===== src/rtl/sram3w_pkg.sv =====
// Shared constants and types for the three-wire serial RAM slave.
// Assumes byte-wide commands and data, least-significant bit first.
package sram3w_pkg;
    localparam int BYTE_W    = 8;
    localparam int CMD_BYTES = 3;
    localparam int CMD_BITS  = CMD_BYTES * BYTE_W;

    // Operation codes as the byte value assembled LSB first.
    localparam logic [BYTE_W-1:0] OP_READ  = 8'h9D;
    localparam logic [BYTE_W-1:0] OP_WRITE = ~OP_READ;

    typedef enum logic [2:0] {
        ST_IDLE,   // enable low, waiting
        ST_CMD,    // shifting the 24 command bits
        ST_DATA,   // moving data bytes
        ST_DONE,   // transfer finished, clocks ignored
        ST_LOCK    // command rejected, clocks ignored
    } ctl_state_t;
endpackage


===== src/rtl/sram3w_sync.sv =====
// Multi-bit input synchronizer: each asynchronous input passes through its
// own chain of STAGES flops clocked by the system clock.
// Assumes the inputs change slowly compared with clk (several clk periods
// per level), so that bits skewed by one cycle are harmless.
module sram3w_sync #(
    parameter int W      = 3,
    parameter int STAGES = 2
) (
    input  logic         clk,
    input  logic         rst_n,
    input  logic [W-1:0] async_in,
    output logic [W-1:0] sync_out
);
    generate
        for (genvar g = 0; g < W; g++) begin : g_bit
            logic [STAGES-1:0] pipe;

            // Shift the raw input into the synchronizer chain.
            always_ff @(posedge clk) begin
                if (!rst_n) begin
                    pipe <= '0;
                end else begin
                    pipe <= {pipe[STAGES-2:0], async_in[g]};
                end
            end

            assign sync_out[g] = pipe[STAGES-1];
        end
    endgenerate
endmodule


===== src/rtl/sram3w_store.sv =====
// Byte storage: one registered write port and one combinational read port.
// Contents are not reset; the host is expected to write before reading.
module sram3w_store #(
    parameter int AW = 7,
    parameter int DW = 8
) (
    input  logic          clk,
    input  logic          we,
    input  logic [AW-1:0] waddr,
    input  logic [DW-1:0] wdata,
    input  logic [AW-1:0] raddr,
    output logic [DW-1:0] rdata
);
    localparam int DEPTH = 1 << AW;

    logic [DW-1:0] mem [DEPTH];

    // Commit one byte when the controller pulses the write enable.
    always_ff @(posedge clk) begin
        if (we) begin
            mem[waddr] <= wdata;
        end
    end

    assign rdata = mem[raddr];
endmodule


===== src/rtl/sram3w_ctrl.sv =====
// Transfer controller. Finds serial clock edges in the synchronized clock,
// shifts and checks the 24-bit command byte by byte, then moves single
// bytes or a full burst, and drives the data line only for read bits.
// Assumes en_s, sclk_s and din_s come from the same synchronizer, so that
// a data bit is aligned with the rising edge that samples it.
module sram3w_ctrl
    import sram3w_pkg::*;
#(
    parameter int ADDR_W = 7
) (
    input  logic              clk,
    input  logic              rst_n,
    input  logic              en_s,
    input  logic              sclk_s,
    input  logic              din_s,
    input  logic [BYTE_W-1:0] rd_data,
    output logic [ADDR_W-1:0] rd_addr,
    output logic              wr_en,
    output logic [ADDR_W-1:0] wr_addr,
    output logic [BYTE_W-1:0] wr_data,
    output logic              dq_out,
    output logic              dq_oe
);
    localparam int CNT_W = $clog2(CMD_BITS);
    localparam int BIT_W = $clog2(BYTE_W);
    localparam logic [CNT_W-1:0] END_B1   = CNT_W'(BYTE_W - 1);
    localparam logic [CNT_W-1:0] END_B2   = CNT_W'(2 * BYTE_W - 1);
    localparam logic [CNT_W-1:0] END_B3   = CNT_W'(CMD_BITS - 1);
    localparam logic [CNT_W-1:0] END_DATA = CNT_W'(BYTE_W - 1);
    localparam logic [ADDR_W-1:0] LAST_ADDR = '1;

    ctl_state_t        state;
    logic              sclk_q;
    logic              rise, fall;
    logic [CNT_W-1:0]  cnt;
    logic [BYTE_W-1:0] sh;
    logic [BYTE_W-1:0] byte_in;
    logic              is_read;
    logic              burst;
    logic [ADDR_W-1:0] addr;
    logic              op_ok, addr_hi_ok, flag_lo_ok;

    // Hold the previous synchronized clock level for edge detection.
    always_ff @(posedge clk) begin
        if (!rst_n) sclk_q <= 1'b0;
        else        sclk_q <= sclk_s;
    end

    assign rise = sclk_s & ~sclk_q;
    assign fall = ~sclk_s & sclk_q;

    // Byte completed by the current rising edge, LSB first.
    assign byte_in = {din_s, sh[BYTE_W-1:1]};

    // Field checks on the byte that is completing.
    always_comb begin
        op_ok      = (byte_in == OP_READ) || (byte_in == OP_WRITE);
        addr_hi_ok = (byte_in >> ADDR_W) == '0;
        flag_lo_ok = byte_in[BYTE_W-2:0] == '0;
    end

    // Main sequencer: command intake, data movement, abort and stop.
    always_ff @(posedge clk) begin
        if (!rst_n) begin
            state   <= ST_IDLE;
            cnt     <= '0;
            sh      <= '0;
            is_read <= 1'b0;
            burst   <= 1'b0;
            addr    <= '0;
            wr_en   <= 1'b0;
            wr_addr <= '0;
            wr_data <= '0;
            dq_out  <= 1'b0;
            dq_oe   <= 1'b0;
        end else if (!en_s) begin
            state  <= ST_IDLE;
            cnt    <= '0;
            burst  <= 1'b0;
            wr_en  <= 1'b0;
            dq_out <= 1'b0;
            dq_oe  <= 1'b0;
        end else begin
            wr_en <= 1'b0;
            case (state)
                ST_IDLE: begin
                    state <= ST_CMD;
                    cnt   <= '0;
                end
                ST_CMD: begin
                    if (rise) begin
                        sh  <= byte_in;
                        cnt <= cnt + 1'b1;
                        if (cnt == END_B1) begin
                            if (!op_ok) state <= ST_LOCK;
                            is_read <= (byte_in == OP_READ);
                        end else if (cnt == END_B2) begin
                            if (!addr_hi_ok) state <= ST_LOCK;
                            addr <= byte_in[ADDR_W-1:0];
                        end else if (cnt == END_B3) begin
                            cnt <= '0;
                            if (!flag_lo_ok) begin
                                state <= ST_LOCK;
                            end else begin
                                state <= ST_DATA;
                                burst <= byte_in[BYTE_W-1] && (addr == '0);
                            end
                        end
                    end
                end
                ST_DATA: begin
                    if (fall && is_read) begin
                        dq_out <= rd_data[cnt[BIT_W-1:0]];
                        dq_oe  <= 1'b1;
                    end
                    if (rise) begin
                        sh  <= byte_in;
                        cnt <= cnt + 1'b1;
                        if (cnt == END_DATA) begin
                            cnt <= '0;
                            if (!is_read) begin
                                wr_en   <= 1'b1;
                                wr_addr <= addr;
                                wr_data <= byte_in;
                            end
                            if (burst && addr != LAST_ADDR) begin
                                addr <= addr + 1'b1;
                            end else begin
                                state  <= ST_DONE;
                                dq_oe  <= 1'b0;
                                dq_out <= 1'b0;
                            end
                        end
                    end
                end
                default: begin
                    // ST_DONE and ST_LOCK: wait for enable to drop.
                    dq_oe  <= 1'b0;
                    dq_out <= 1'b0;
                end
            endcase
        end
    end

    assign rd_addr = addr;


    oe_idle_chk: assert property (@(posedge clk) disable iff (!rst_n)
        !en_s |=> !dq_oe);


    oe_read_only_chk: assert property (@(posedge clk) disable iff (!rst_n)
        dq_oe |-> (state == ST_DATA && is_read));


    lock_hold_chk: assert property (@(posedge clk) disable iff (!rst_n)
        (state == ST_LOCK && en_s) |=> state == ST_LOCK);


    wr_phase_chk: assert property (@(posedge clk) disable iff (!rst_n)
        wr_en |-> $past(state == ST_DATA && !is_read && en_s));


    burst_step_chk: assert property (@(posedge clk) disable iff (!rst_n)
        (en_s && state == ST_DATA && burst && rise && cnt == END_DATA
         && addr != LAST_ADDR) |=> addr == $past(addr) + 1'b1);
endmodule


===== src/rtl/serial_ram_slave.sv =====
// Top level of the three-wire serial RAM slave: synchronizes the host
// lines, runs the transfer controller and holds the byte storage.
// Assumes ADDR_W <= 7 so that the address fits in the second command byte.
module serial_ram_slave #(
    parameter int ADDR_W      = 7,
    parameter int SYNC_STAGES = 2
) (
    input  logic clk,
    input  logic rst_n,
    input  logic ser_en,
    input  logic ser_clk,
    input  logic dq_in,
    output logic dq_out,
    output logic dq_oe
);
    import sram3w_pkg::*;

    logic [2:0]        raw_lines, sync_lines;
    logic [ADDR_W-1:0] rd_addr, wr_addr;
    logic [BYTE_W-1:0] rd_data, wr_data;
    logic              wr_en;

    assign raw_lines = {ser_en, ser_clk, dq_in};

    sram3w_sync #(.W(3), .STAGES(SYNC_STAGES)) u_sync (
        .clk      (clk),
        .rst_n    (rst_n),
        .async_in (raw_lines),
        .sync_out (sync_lines)
    );

    sram3w_ctrl #(.ADDR_W(ADDR_W)) u_ctrl (
        .clk     (clk),
        .rst_n   (rst_n),
        .en_s    (sync_lines[2]),
        .sclk_s  (sync_lines[1]),
        .din_s   (sync_lines[0]),
        .rd_data (rd_data),
        .rd_addr (rd_addr),
        .wr_en   (wr_en),
        .wr_addr (wr_addr),
        .wr_data (wr_data),
        .dq_out  (dq_out),
        .dq_oe   (dq_oe)
    );

    sram3w_store #(.AW(ADDR_W), .DW(BYTE_W)) u_store (
        .clk   (clk),
        .we    (wr_en),
        .waddr (wr_addr),
        .wdata (wr_data),
        .raddr (rd_addr),
        .rdata (rd_data)
    );
endmodule


===== config.mk =====
export PLATFORM = sky130hd
export DESIGN_NAME = serial_ram_slave
export DESIGN_NICKNAME = d
export VERILOG_FILES = /design/src/rtl/sram3w_pkg.sv /design/src/rtl/sram3w_sync.sv /design/src/rtl/sram3w_store.sv /design/src/rtl/sram3w_ctrl.sv /design/src/rtl/serial_ram_slave.sv
export SDC_FILE = /design/constraint.sdc
export NUM_CORES = 1
export LEC_CHECK = 0
export ABC_AREA = 0
export BUFFER_PORTS_ARGS = -buffer_cell sky130_fd_sc_hd__buf_2
export CAP_MARGIN = 20
export CORE_MARGIN = 3
export CORE_UTILIZATION = 39
export CTS_BUF_LIST = sky130_fd_sc_hd__clkbuf_4
export DETAILED_ROUTE_END_ITERATION = 8
export HOLD_SLACK_MARGIN = 0.15
export PLACE_DENSITY_LB_ADDON = 0.08
export RECOVER_POWER = 25
export SLEW_MARGIN = 25
export SYNTH_ARGS = -nofsm -noshare
export SYNTH_HDL_FRONTEND = slang
export SYNTH_HIERARCHICAL = 1
export SYNTH_SLANG_ARGS = --single-unit
export TNS_END_PERCENT = 20

===== constraint.sdc =====
create_clock -name clk -period 10.7 [get_ports clk]
set_clock_uncertainty 0.15 [all_clocks]
set_input_delay 2.14 -clock clk [delete_from_list [all_inputs] [get_ports clk]]
set_output_delay 2.14 -clock clk [all_outputs]
set_load 0.005 [all_outputs]

==> results of run 1 <==
==> area by class of cell <==
| type | instances | area, um^2 | share of cell area |
|---|---|---|---|
| Sequential cell | 1073 | 31700 | 0.669 |
| Timing Repair Buffer | 63 | 468 | 0.00987 |
| Clock inverter | 52 | 330 | 0.00696 |
| Clock buffer | 432 | 3240 | 0.0684 |
| Antenna cell | 1 | 2.50 | 0.0000528 |
| Inverter | 6 | 22.5 | 0.000475 |
| Multi-Input combinational cell | 735 | 9880 | 0.208 |
| Tap cell | 1391 | 1740 | 0.0367 |
==> worst max path at each step <==
| stage | from | to |
|---|---|---|
| floorplan | u_ctrl/rd_addr[0] | u_ctrl/dq_out |
| global placement | u_ctrl/rd_addr[0] | u_ctrl/dq_out |
| detailed placement | u_ctrl/rd_addr[0] | u_ctrl/dq_out |
| CTS | u_ctrl/rd_addr[0] | u_ctrl/dq_out |
| global route | u_ctrl/wr_data[2] | u_store/mem[100][2] |
| finish | u_ctrl/wr_data[0] | u_store/mem[117][0] |
==> synth_stat cells, drive strengths merged (8+ instances only) <==
cell type and count:
edfxtp 1024, mux4 338, nor2 137, nand2 73, buf 57, clkbuf 52
dfxtp 49, nand3 23, o21ai 23, a21boi 22, nor3 14, a21oi 11
mux2 10, and2 9, nor2b 8
==> flip-flops by register name, summed over array words and instances, names as in the netlist <==
register / cells
u_ctrl/sclk_q: 1
u_ctrl/dq_out: 1
u_ctrl/sh: 7
u_ctrl/cnt: 5
u_sync/g_bit.pipe: 6
u_ctrl/dq_oe: 1
u_ctrl/state: 3
u_ctrl/rd_addr: 7
u_ctrl/wr_data: 8
u_store/mem: 1024
u_ctrl/burst: 1
u_ctrl/is_read: 1
u_ctrl/wr_en: 1
u_ctrl/wr_addr: 7
==> cell families after synthesis <==
logic type	synth area share
flip-flops	0.754
multiplexers	0.184
AND/OR/NAND/NOR	0.0337
buffers and inverters	0.0130
AO/OA/AOI/OAI	0.0132
adder cells (fa/ha/maj)	0.00175
==> metrics by stage <==
stage | worst slack [ns] | area [um^2] | instances
final | 5.32 | 47400 | 3753
after global placement | 5.15 | 43800 | 3265
after CTS | 5.18 | 47500 | 3750
after global routing | 4.80 | 47400 | 3753
after detailed placement | 5.25 | 43900 | 3266
after floorplan | 6.78 | 42100 | 1923
==> power groups by stage <==
stage          clock (mW)  sequential, mW  combinational (mW)
3_5_place_dp            0            4.62              0.0105
3_3_place_gp            0            4.62              0.0103
6_report             3.56            4.53              0.0104
4_1_cts              3.69            4.53              0.0105
2_1_floorplan           0            4.62             0.00844
5_1_grt              3.93            4.52              0.0116
==> metal layers <==
layer / vias to the layer above / global-route usage / share of wire
met4: 0 / 0.0511 / 0.011
met2: 673 / 0.298 / 0.48
met3: 102 / 0.0455 / 0.062
met1: 11200 / 0.281 / 0.45
met5: - / 0 / 0
li1: 8748 / - / -
==> flow_summary.ini, run 1 <==
[run_status]
outcome = complete, but fails checks
violations = capacitance limit, slew limit

[global_route]
grt_max_degree = 145
grt_pass1_vias = 21600
track_usage = 0.194
antenna_found_initial = 9
grt_pass1_wl_mm = 154
grt.overflow.total = 0

[min_path]
hold-path-cell-count = 1
hold_class = register to register
whs_endpoint = u_sync/g_bit[1].pipe[1]
min-delay-start = u_sync/g_bit[1].pipe[0]

[yosys]
synth_top_area_share = 0.731
async_flop_share = 0
synthesis.nets = 1933
ys.warnings.count = 6
synth_seq_cells = 1073
ys_seq_area_frac = 0.754
synthTopCellsByArea = edfxtp_1 73%, mux4_2 18%, dfxtp_1 2.3%, nor2_1 1.2%, nand2_1 0.56%
synth.avg_cell_area_um2 = 21.9
yosysTopAreaCell = edfxtp_1
synth_edf_count = 1024
ys.flop_type = edfxtp_1
syn_area_um2 = 42100
ys_types = 60
syn_inst = 1923

[setup_path]
critPathBufInv = 1
max_stage_delay_ns = 2.94
r2r_end = u_store/mem[117][0]
critPathSlowestCell = clkbuf_1
critPathKind = register to register
path_cells = clkbuf_1
cp.required_ns = 10.84
end_kind = register
r2r_start = u_ctrl/wr_data[0]
r2r_cells = 1
crit_family = buffers and inverters
worstPathMaxFanout = 93
cp.depth = 1
start_kind = register
reg2reg_slack_ns = 5.32
arrival_ns = 5.53

[final_layout]
nNetsFinal = 2193
layout_commonest_cell = edfxtp_1
fillers = 9086
final_layout_size_suffix_gt1_frac = 0.388
areaGrowthSynthToFinish_pct = 12.7
layout_common_cells = 1,024 x edfxtp_1, 432 x clkbuf_4, 338 x mux4_2
final_util = 0.447

[timing]
fin_hold_ws_ns = 0.286
worst_slew_pin_slew_ns = 4.17
finalSetupViolCount = 0
finalHoldViolations = 0
grt_setup_unrepaired = no
maxSlewViolCount = 659
slew_headroom = -1.78
fin_crit_sh = 0.503
fmax_mhz = 186
min_period_ns = 5.38
fin_setup_tns_ns = 0

[clocking]
cts_hold_buf = 0
cts_max_path_buffers = 4
clockRootBuffer = clkbuf_4
cts_resized = 0
htreeDepth = 5
postCtsSetupBuffers = 0
clk_pin_slew_ns = 0.06
cts_tree = yes
numCtsBuffers = 304
clock-sinks = 1073
clk_latency_ns = 1.12

[floorplanning]
dieHeight_um = 334
core-area_um2 = 106000
io_pins = 7
initial_utilization = 0.396
dieArea_um2 = 112000
die_width_um = 334
std_cell_rows = 119

[pwr]
switching_share = 0.199
leakage_nw = 14.5
p_int_mw = 6.48
power_switching_mw = 1.61
comb_power_share = 0.001
p_per_area_nw_per_um2 = 171
p_seq_frac = 0.559
total_power_mw = 8.10
peakVddDrop_mv = 0.0906
p_clk_frac = 0.439

[detailed_routing]
drc = 0
wl_mm = 107
dr_total_vias = 20700
drt_pass1_iterations = 5
viasPerCell = 5.52
wl_per_cell_um = 28.6
drt_iter0_drc = 1936
ant_nets = 0

[job]
cap_violations = 12

[place]
dp_hpwl_mm = 63.5
io_buffers = 6
place_congestion = 0.766
(Power assumes the default switching activity.)
==> run 2, diff against run 1 <==
==> constraint.sdc (replaced) <==
create_clock -name clk -period 4.7 [get_ports clk]
set_clock_uncertainty 0.15 [all_clocks]
set_input_delay 0.94 -clock clk [delete_from_list [all_inputs] [get_ports clk]]
set_output_delay 0.94 -clock clk [all_outputs]
set_load 0.005 [all_outputs]
==> run 2 against run 1 <==
The run still ends with capacitance limit, slew limit left; register-to-register slack worse by 4.9 ns; count of clock-buffer cells in the layout is 12 higher; worst setup slack got worse by 4.9 ns; power rose by 130%; largest power group unchanged.
==> flow_summary.ini, run 2 (synthesized netlist as in run 1, its figures left out) <==
[floorplanning]
dieHeight_um = 334
dieArea_um2 = 112000
initial_utilization = 0.396
io_pins = 7
std_cell_rows = 119
die_width_um = 334
core-area_um2 = 106000

[detailed_routing]
drt_pass1_iterations = 5
drt_iter0_drc = 1832
wl_mm = 107
wl_per_cell_um = 28.1
viasPerCell = 5.51
drc = 0
dr_total_vias = 20900
ant_nets = 0

[min_path]
hold-path-cell-count = 1
hold_class = register to register
min-delay-start = u_sync/g_bit[0].pipe[0]

[global_route]
grtUsageMet1 = 0.280
track_usage = 0.194
grt_max_degree = 88
grt-busiest-layer = met2
grt_pass1_vias = 22000
grt.overflow.total = 0
use_met2 = 0.298
antenna_found_initial = 9
use_met3 = 0.0398
grt_pass1_wl_mm = 155

[setup_path]
end_kind = register
start_kind = register
startpoint = u_ctrl/rd_addr[0]
cp.required_ns = 5.53
arrival_ns = 5.11
r2r_cells = 9
critPathKind = register to register
worstPathMaxFanout = 22
r2r_start = u_ctrl/rd_addr[0]

[run_status]
outcome = complete, but fails checks
violations = capacitance limit, slew limit

[timing]
maxSlewViolCount = 679
slew_headroom = -1.24
fin_ws_ns = 0.419
finalHoldViolations = 0
fin_crit_sh = 0.911
fin_setup_tns_ns = 0
worst_slew_pin_slew_ns = 3.36
fmax_mhz = 234
min_period_ns = 4.28
finalSetupViolCount = 0
grt_setup_unrepaired = no

[final_layout]
nNetsFinal = 2224
areaGrowthSynthToFinish_pct = 13.9
layout_commonest_cell = edfxtp_1
fillers = 9090
regArea_um2 = 31700
layout_common_cells = 1,024 x edfxtp_1, 444 x clkbuf_4, 338 x mux4_2
final_cells = 3799
reg_top3 = u_store/mem: 1024 flops, u_ctrl/wr_data: 8 flops
fin_area_um2 = 47900
multi_input_area_um2 = 9850
final_layout_size_suffix_gt1_frac = 0.392
largest_reg_flops = 1024
regMostFlops = u_store/mem

[clocking]
htreeDepth = 5
clockRootBuffer = clkbuf_4
cts_max_path_buffers = 4
clock-sinks = 1073
numCtsBuffers = 304
cts_tree = yes
clk_latency_ns = 1.13
clk_pin_slew_ns = 0.06

[pwr]
leakage_nw = 14.8
p_per_area_nw_per_um2 = 384
peakVddDrop_mv = 0.191

[place]
place_congestion = 0.770
io_buffers = 6
placed_cells = 3290
pre_cts_slack_ns = 0.352
dp_hpwl_mm = 64.6
placed_cell_area_um2 = 44300

[job]
cap_violations = 12
==> run 2: changes by cell type in the layout (fill, tap and decap cells not counted), moves of 7 or more <==
cell      previous run  this run
buf_12               2        21
nor2_2              16         3
buf_4               47        55
nor2_1             121       134
diode_2              1         8
clkbuf_4           432       444
==> run 2: worst max-delay path: stages, from the launching register on <==
cell and delay [ns]:
dfxtp_4 0.47, buf_4 0.44, mux4_2 0.62, mux4_2 0.55
mux4_2 0.56, mux2_2 0.30, mux4_2 0.48, mux2_2 0.32
nand3_1 0.11, o21ai_0 0.12
==> run 2: where the power goes <==
| group | internal, mW | switching, mW | leakage (nW) |
|---|---|---|---|
| registers | 10.3 | 0.00335 | 9.88 |
| clock network | 4.38 | 3.69 | 2.17 |
| logic | 0.0131 | 0.0150 | 2.73 |
==> run 2: layout make-up <==
type                            instances  area share
Clock inverter                         48     0.00507
Antenna cell                            8    0.000418
Sequential cell                      1073       0.663
Timing Repair Buffer                   94      0.0198
Tap cell                             1391      0.0363
Inverter                                6    0.000470
Multi-Input combinational cell        735       0.206
Clock buffer                          444      0.0696
==> run 2: final timing paths <==
check | end | slack, ns
worst max-delay path | u_ctrl/dq_out | 0.42
worst min-delay path | u_sync/g_bit[0].pipe[1] | 0.31
worst max register to register | u_ctrl/dq_out | 0.42
worst min register to register | u_sync/g_bit[0].pipe[1] | 0.31
==> run 2: what timing repair did <==
action | in CTS | in global routing
endpoints found under the setup margin | 0 | 0
buffers inserted | 0 | 0
hold buffers | 5 | 0
resized for setup | 0 | 0
endpoints found under the hold margin | 16 | 0
==> run 2: per-layer routing <==
metal	vias to the layer above	wire length, um
li1	8830	-
met1	11300	47700
met2	677	51000
met3	154	5960
met4	0	1990
met5	-	0
==> run 2: metrics by stage <==
step	utilization	total power, mW	hold WS (ns)
after floorplan	-	10.5	0.262
after global placement	0.417	10.5	0.290
after detailed placement	0.417	10.5	0.294
after CTS	0.451	18.7	0.308
after global routing	0.451	19.3	0.326
final	0.451	18.4	0.308
